$ cat src/rtl/sd_tout_pkg.sv
package sd_tout_pkg;
  // Strobes from control to the counter datapath
  typedef struct packed {
    logic clearCnt;
    logic incCnt;
  } toutCtl_t;
endpackage

$ cat src/rtl/sd_tout_datapath.sv
module sd_tout_datapath
  import sd_tout_pkg::*;
#(
  parameter int BASE_EXP = 13,
  parameter int CODE_W   = 4
) (
  input  logic              clk,
  input  logic              rstN,
  input  toutCtl_t          ctl,
  input  logic [CODE_W-1:0] toutCode,
  output logic              atLimit,
  output logic              codeIllegal
);
  localparam int MAX_CODE = (1 << CODE_W) - 2;
  localparam int CNT_W    = BASE_EXP + MAX_CODE + 1;

  logic [CNT_W-1:0]  cnt;
  logic [CNT_W-1:0]  limitM1;
  logic [CODE_W-1:0] effCode;

  always_comb begin
    codeIllegal = (toutCode == {CODE_W{1'b1}});
    effCode     = codeIllegal ? CODE_W'(MAX_CODE) : toutCode;
    limitM1     = (CNT_W'(1) << (BASE_EXP + int'(effCode))) - CNT_W'(1);
    // >= keeps a lowered code from letting the count run past the limit
    atLimit     = (cnt >= limitM1);
  end

  always_ff @(posedge clk) begin
    if (!rstN)             cnt <= '0;
    else if (ctl.clearCnt) cnt <= '0;
    else if (ctl.incCnt)   cnt <= cnt + CNT_W'(1);
  end


  restart_zero_chk: assert property (@(posedge clk) disable iff (!rstN)
    ctl.clearCnt |=> (cnt == '0));

  count_hold_chk: assert property (@(posedge clk) disable iff (!rstN)
    (!ctl.clearCnt && !ctl.incCnt) |=> $stable(cnt));
endmodule

$ cat src/rtl/sd_tout_ctrl.sv
module sd_tout_ctrl
  import sd_tout_pkg::*;
(
  input  logic     clk,
  input  logic     rstN,
  input  logic     cardTick,
  input  logic     restart,
  input  logic     waitActive,
  input  logic     statusEn,
  input  logic     clearStatus,
  input  logic     atLimit,
  output toutCtl_t ctl,
  output logic     timeoutPulse,
  output logic     timeoutStatus
);
  logic armed;
  logic hit;

  always_comb begin
    ctl.clearCnt = restart;
    ctl.incCnt   = armed && waitActive && cardTick && !restart;
    hit          = ctl.incCnt && atLimit;
  end

  always_ff @(posedge clk) begin
    if (!rstN) begin
      armed         <= 1'b0;
      timeoutPulse  <= 1'b0;
      timeoutStatus <= 1'b0;
    end else begin
      if (restart)  armed <= 1'b1;
      else if (hit) armed <= 1'b0;
      timeoutPulse  <= hit && statusEn;
      timeoutStatus <= (hit && statusEn) || (timeoutStatus && !clearStatus);
    end
  end


  pulse_single_chk: assert property (@(posedge clk) disable iff (!rstN)
    timeoutPulse |=> !timeoutPulse);

  pulse_gate_chk: assert property (@(posedge clk) disable iff (!rstN)
    timeoutPulse |-> $past(statusEn));

  sticky_hold_chk: assert property (@(posedge clk) disable iff (!rstN)
    (timeoutStatus && !clearStatus) |=> timeoutStatus);

  set_wins_chk: assert property (@(posedge clk) disable iff (!rstN)
    timeoutPulse |-> timeoutStatus);

  idle_quiet_chk: assert property (@(posedge clk) disable iff (!rstN)
    !armed |=> !timeoutPulse);
endmodule

$ cat src/rtl/sd_tout_top.sv
module sd_tout_top
  import sd_tout_pkg::*;
#(
  parameter int BASE_EXP = 13,
  parameter int CODE_W   = 4
) (
  input  logic              clk,
  input  logic              rstN,
  input  logic              cardTick,
  input  logic [CODE_W-1:0] toutCode,
  input  logic              restart,
  input  logic              waitActive,
  input  logic              statusEn,
  input  logic              clearStatus,
  output logic              timeoutPulse,
  output logic              timeoutStatus,
  output logic              codeIllegal
);
  toutCtl_t ctl;
  logic     atLimit;

  sd_tout_ctrl uCtrl (
    .clk(clk), .rstN(rstN), .cardTick(cardTick), .restart(restart),
    .waitActive(waitActive), .statusEn(statusEn), .clearStatus(clearStatus),
    .atLimit(atLimit), .ctl(ctl), .timeoutPulse(timeoutPulse),
    .timeoutStatus(timeoutStatus)
  );

  sd_tout_datapath #(.BASE_EXP(BASE_EXP), .CODE_W(CODE_W)) uDp (
    .clk(clk), .rstN(rstN), .ctl(ctl), .toutCode(toutCode),
    .atLimit(atLimit), .codeIllegal(codeIllegal)
  );
endmodule

$ cat config.mk
export PLATFORM = sky130hd
export DESIGN_NAME = sd_tout_top
export DESIGN_NICKNAME = d
export VERILOG_FILES = /design/src/rtl/sd_tout_pkg.sv /design/src/rtl/sd_tout_datapath.sv /design/src/rtl/sd_tout_ctrl.sv /design/src/rtl/sd_tout_top.sv
export SDC_FILE = /design/constraint.sdc
export NUM_CORES = 1
export LEC_CHECK = 0
export BUFFER_PORTS_ARGS = -buffer_cell sky130_fd_sc_hd__clkbuf_2
export CAP_MARGIN = 25
export CELL_PAD_IN_SITES_DETAIL_PLACEMENT = 0
export CELL_PAD_IN_SITES_GLOBAL_PLACEMENT = 1
export CORE_MARGIN = 4
export CORE_UTILIZATION = 35
export DETAILED_ROUTE_END_ITERATION = 7
export GPL_TIMING_DRIVEN = 1
export PLACE_DENSITY_LB_ADDON = 0.1
export REMOVE_ABC_BUFFERS = 1
export SLEW_MARGIN = 25
export SYNTH_ARGS = -nofsm -noshare
export SYNTH_HDL_FRONTEND = slang
export SYNTH_HIERARCHICAL = 1
export SYNTH_SLANG_ARGS = --single-unit
export TNS_END_PERCENT = 10
$ cat constraint.sdc
create_clock -name clk -period 2.7 [get_ports clk]
set_clock_uncertainty 0.15 [all_clocks]
set_input_delay 0.405 -clock clk [delete_from_list [all_inputs] [get_ports clk]]
set_output_delay 0.405 -clock clk [all_outputs]
set_load 0.02 [all_outputs]
---- After elaboration in Yosys (flattened, before gate mapping) ----
Index checks and enable logic that the tools add are counted.
cells by class
  bitwise gates (word level) .............. 1
  muxes and demuxes ....................... 3
  shifts and indexed selects .............. 1
  $add $sub $neg .......................... 3
  $lt $le $gt $ge ......................... 1
  reduce and logical (&&, ||, !) cells .... 11
  equal/unequal tests ..................... 1
operators with widths
  cell                                                 number
  left shift 1 x 32 -> 28 bit (first input constant)   1
  adder 28 x 1 -> 28 bit (second input constant)       1
  >= comparator 28 bit                                 1
  subtractor 28 x 2 -> 28 bit (second input constant)  1
  logical AND 1 bit                                    6
  adder 4 x 4 -> 5 bit (first input constant)          1
  equality test 4 bit (second input constant)          1
  two-way mux 4 bit                                    1
  zero test 1 bit                                      2
  two-way mux 1 bit                                    2
  nonzero test 2 bit                                   1
  OR reduction 2 bit                                   1
  logical OR 1 bit                                     1
  NOT 1 bit                                            1
storage, ports and cells
  output and inout bits ................... 3
  input port bits ......................... 11
  flip-flop bits (word level) ............. 31
  word-level logic and storage cells ...... 25

---- Depth between registers and ports, before layout ----
  depth in word-level cells ............... 9
  gate-level depth with buffers ........... 13
  gate-level depth less buffers ........... 13

---- By module ----
The synthesis kept the hierarchy.
modules (own cells, without submodules)
  module            sequential area each (µm²)  cells an instance  times used  area an instance (µm²)
  sd_tout_datapath  560.5                       253                1           2153.3
  sd_tout_ctrl      60.1                        12                 1           126.4

---- Least setup slack after synthesis ----
OpenSTA, ideal clock, no wires.
  kind .................................... input-to-reg
  start point ............................. input port toutCode[0]
  end point ............................... register uCtrl.timeoutStatus
  stages on the path ...................... 10
  path slack .............................. 0.525 ns
  required time ........................... 2.433 ns
  library setup time ...................... 0.117 ns
  arrival time ............................ 1.907 ns
  path buffers ............................ 0
  path through ............................ or2_2 > o21ai_0 > ha_1 > a21o_1 > a21o_1 > a21oi_1 > o21ai_0 > o21bai_1 > nand3_1 > o21ai_1
on the way
  longest elaborated chain between the ends .. 9
ends and longest elaborated chain
  item                           line                    source
  from (decl)                    sd_tout_top.sv:10       input logic [CODE_W-1:0] toutCode,
  equality test 4 bit            sd_tout_datapath.sv:22  codeIllegal = (toutCode == {CODE_W{1'b1}});
  two-way mux 4 bit *            sd_tout_datapath.sv:23  effCode = codeIllegal ? CODE_W'(MAX_CODE) : toutCode;
  adder 4 x 4 -> 5 bit *         sd_tout_datapath.sv:24  limitM1 = (CNT_W'(1) << (BASE_EXP + int'(effCode))) - CNT_W'(1);
  left shift 1 x 32 -> 28 bit *  sd_tout_datapath.sv:24
  subtractor 28 x 2 -> 28 bit *  sd_tout_datapath.sv:24
  >= comparator 28 bit *         sd_tout_datapath.sv:26  atLimit = (cnt >= limitM1);
  via atLimit                    sd_tout_top.sv:20       logic atLimit;
  logical AND 1 bit *            sd_tout_ctrl.sv:22      hit = ctl.incCnt && atLimit;
  logical AND 1 bit *            sd_tout_ctrl.sv:34      timeoutStatus <= (hit && statusEn) || (timeoutStatus && !clearStatus);
  logical OR 1 bit *             sd_tout_ctrl.sv:34
  to (signal assigned)           sd_tout_ctrl.sv:34
  to (decl)                      sd_tout_ctrl.sv:14      output logic timeoutStatus
The timed path passes the listed nets; every way through them passes the cells marked *.
A chain may end at the register's enable or synchronous reset.

---- Worst setup path in the final report ----
  start point ............................. input port toutCode[1]
  end point ............................... register uCtrl.timeoutStatus
The elaborated chain is that of the path after synthesis.

==> impl_metrics.ini <==
[grt]
grt_max_degree = 17
grt_usage_pct = 14.8
grt.overflow.total = 0
grt_first_pass_wirelength_um = 8910
antenna_found_initial = 0
first_global_vias = 1778

[layout]
drive_above_1_share_pct = 14.9
syn_to_final_growth_pct = 10.6
layout.nets = 329
fill_cells = 659
multiInputGateArea_mm2 = 0.00157
seqCellArea_um2 = 621
layout_common_cells = nor2_1, dfxtp_1, ha_1
mostFrequentLayoutCell = nor2_1
diodes = 0

[sta]
max_slew_margin_pct = 63.8
worstMarginPinSlew_ns = 0.543
whs_ns = 0.227
period_needed_ns = 2.24
slew_violations = 0
final_hold_viol_count = 0
finalCritPeriodShare_pct = 83.0
finalSetupViolations = 0
max_freq_mhz = 446
rsz0062_at_grt = no
tns_ns = 0

[detailed_routing]
first_pass_iters = 4
routedWlPerCell_um = 13.9
drtIter0Drc = 53
antenna_left = 0
drc = 0
viasPerCell = 5.05
finalWirelength_um = 5100
vias = 1847

[setup_path]
critical_path_class = primary input to register
r2r_cells = 9
cp_cell_sequence = clkbuf_2 > or2_2 > nand3_1 > ha_1 > a21o_1 > a21o_1 > a21oi_1 > o21ai_0 > o21bai_1 > nand3_1 > o21ai_1
start_kind = primary input
required_ns = 2.72
critPathSlowestCell = or2_2
crit_end = uCtrl/timeoutStatus
end_kind = register
r2r_start = uDp/cnt[0]
worstPathMaxFanout = 7
worst_ep_arrival_time_ns = 2.26
regToRegEndpoint = uCtrl/timeoutStatus
critPathMaxStageDelay_ns = 0.32
startpoint = toutCode[1]
r2r_slack_ns = 0.51

[synth]
ys_warn_count = 6
synthDistinctLibCells = 42
seq_area_frac_synth_pct = 27.2
synth-seq-cells = 31
synthFlopType = dfxtp_1
syn_area_per_cell_um2 = 8.60
syn_area_mm2 = 0.00228
synth.area.top_cells = dfxtp_1, ha_1, xnor2_1
yosysTopAreaCell = dfxtp_1
synth.top_cell.area_share_pct = 27.2
async_flop_share_pct = 0
synthCells = 265
synth-edff-count = 0

[floorplanning]
core_area_mm2 = 0.00635
start_util_pct = 35.9
fp.dieH_um = 88.7
die_x_um = 88.7
die-area_mm2 = 0.00787
num_rows = 29
io_pins = 14

[min_path]
hold_class = primary input to register
holdPathStages = 3

[clock_tree]
cts_hold_buffers = 0
clkTransAtPathRegs_ns = 0.06
cts.sinks = 31
clock_latency_ns = 0.28
htree_levels = 2
cts_setup_buffers = 0
postCtsResizedCells = 0
cts_buffers = 5
cts_tree = yes
clock_path_buffers = 2
clockRootBuffer = clkbuf_8

[power]
p_per_area_mw_per_mm2 = 354
p_leak_nw = 1.05
power_w = 0.000892
vdd_drop_max_uv = 168

[placed_design]
dp_hpwl_um = 3970
gp_congestion = 0.746
port_buffers = 13

[flow_run]
max-cap-violations = 0

[run_status]
status = finished, final reports clean
[worst min path at each step]
stage,slack [ns],endpoint,start
after floorplan,0.34,uDp/cnt[26],uDp/cnt[25]
after global placement,0.33,uCtrl/timeoutStatus,uCtrl/timeoutStatus
after detailed placement,0.33,uCtrl/timeoutStatus,uCtrl/timeoutStatus
after CTS,0.21,uCtrl/timeoutPulse,statusEn
after global routing,0.22,uCtrl/timeoutPulse,statusEn
final,0.23,uCtrl/timeoutPulse,statusEn
[worst max-delay path: cells and delay by family]
family | cells | cell delay [ns]
buf+inv | 1 | 0.12
simple gates | 3 | 0.56
fa+ha+maj | 1 | 0.25
compound gates | 6 | 0.93
[metrics by stage]
stage / instances / utilization [%] / worst slack [ns] / area [um2]
2_1_floorplan: 264 / - / 0.525 / 2250
3_3_place_gp: 358 / 38.4 / 0.211 / 2440
3_5_place_dp: 358 / 38.4 / 0.140 / 2440
4_1_cts: 366 / 39.7 / 0.455 / 2520
5_1_grt: 366 / 39.7 / 0.291 / 2520
6_report: 366 / 39.7 / 0.458 / 2520
[layout make-up]
type | count | share of cell area (%)
clock buffer | 7 | 3.03
clock inverter | 1 | 0.198
inverter | 15 | 2.23
multi-input combinational | 218 | 62.4
sequential | 31 | 24.6
tap | 77 | 3.82
timing repair buffer | 17 | 3.77
[cell usage after synthesis (2+ instances only)]
| cell | instances |
|---|---|
| nor4_1 | 2 |
| ha_1 | 30 |
| xnor2_1 | 15 |
| nand3_4 | 2 |
| inv_1 | 14 |
| dfxtp_1 | 31 |
| nand3_1 | 11 |
| nand4_1 | 14 |
| clkbuf_1 | 4 |
| nand2_1 | 16 |
| or2_2 | 2 |
| a2111oi_0 | 2 |
| a21oi_1 | 16 |
| nand3b_1 | 2 |
| a21o_1 | 9 |
| xor2_1 | 8 |
| and2_1 | 2 |
| nor4_4 | 2 |
| nor3_1 | 8 |
| o21ai_0 | 11 |
| nor2_1 | 32 |
| buf_6 | 3 |
| nand2b_1 | 2 |
| and4_4 | 3 |
| nor4_2 | 6 |
| conb_1 | 2 |
[flip-flops by register name, indices dropped and copies added, names as in the netlist]
signal / cells
uCtrl/armed: 1
uCtrl/timeoutPulse: 1
uCtrl/timeoutStatus: 1
uDp/cnt: 28
[routing by layer]
layer  vias up  part of all wire, %  track usage, %
li1        991                    -               -
met4         0                  1.3            4.81
met3         4                  3.6            3.54
met1       829                   55            21.7
met5         -                    0               0
met2        23                   40            21.1
[power by group]
| part | total, W | switching, W | internal, W |
|---|---|---|---|
| registers | 0.000460 | 0.00000112 | 0.000458 |
| clock network | 0.000354 | 0.000173 | 0.000181 |
| logic | 0.0000789 | 0.0000483 | 0.0000306 |
[kinds of logic after synthesis]
logic type | synth area share, %
and+or+nand+nor | 29.7
AOI/OAI and AO/OA | 12.0
DFF | 27.2
adders and majority gates | 16.5
xor gates and xnor gates | 8.84
buffers and inverters | 4.94
other | 0.329
muxes | 0.439
Power figures use the tool's default switching activity.
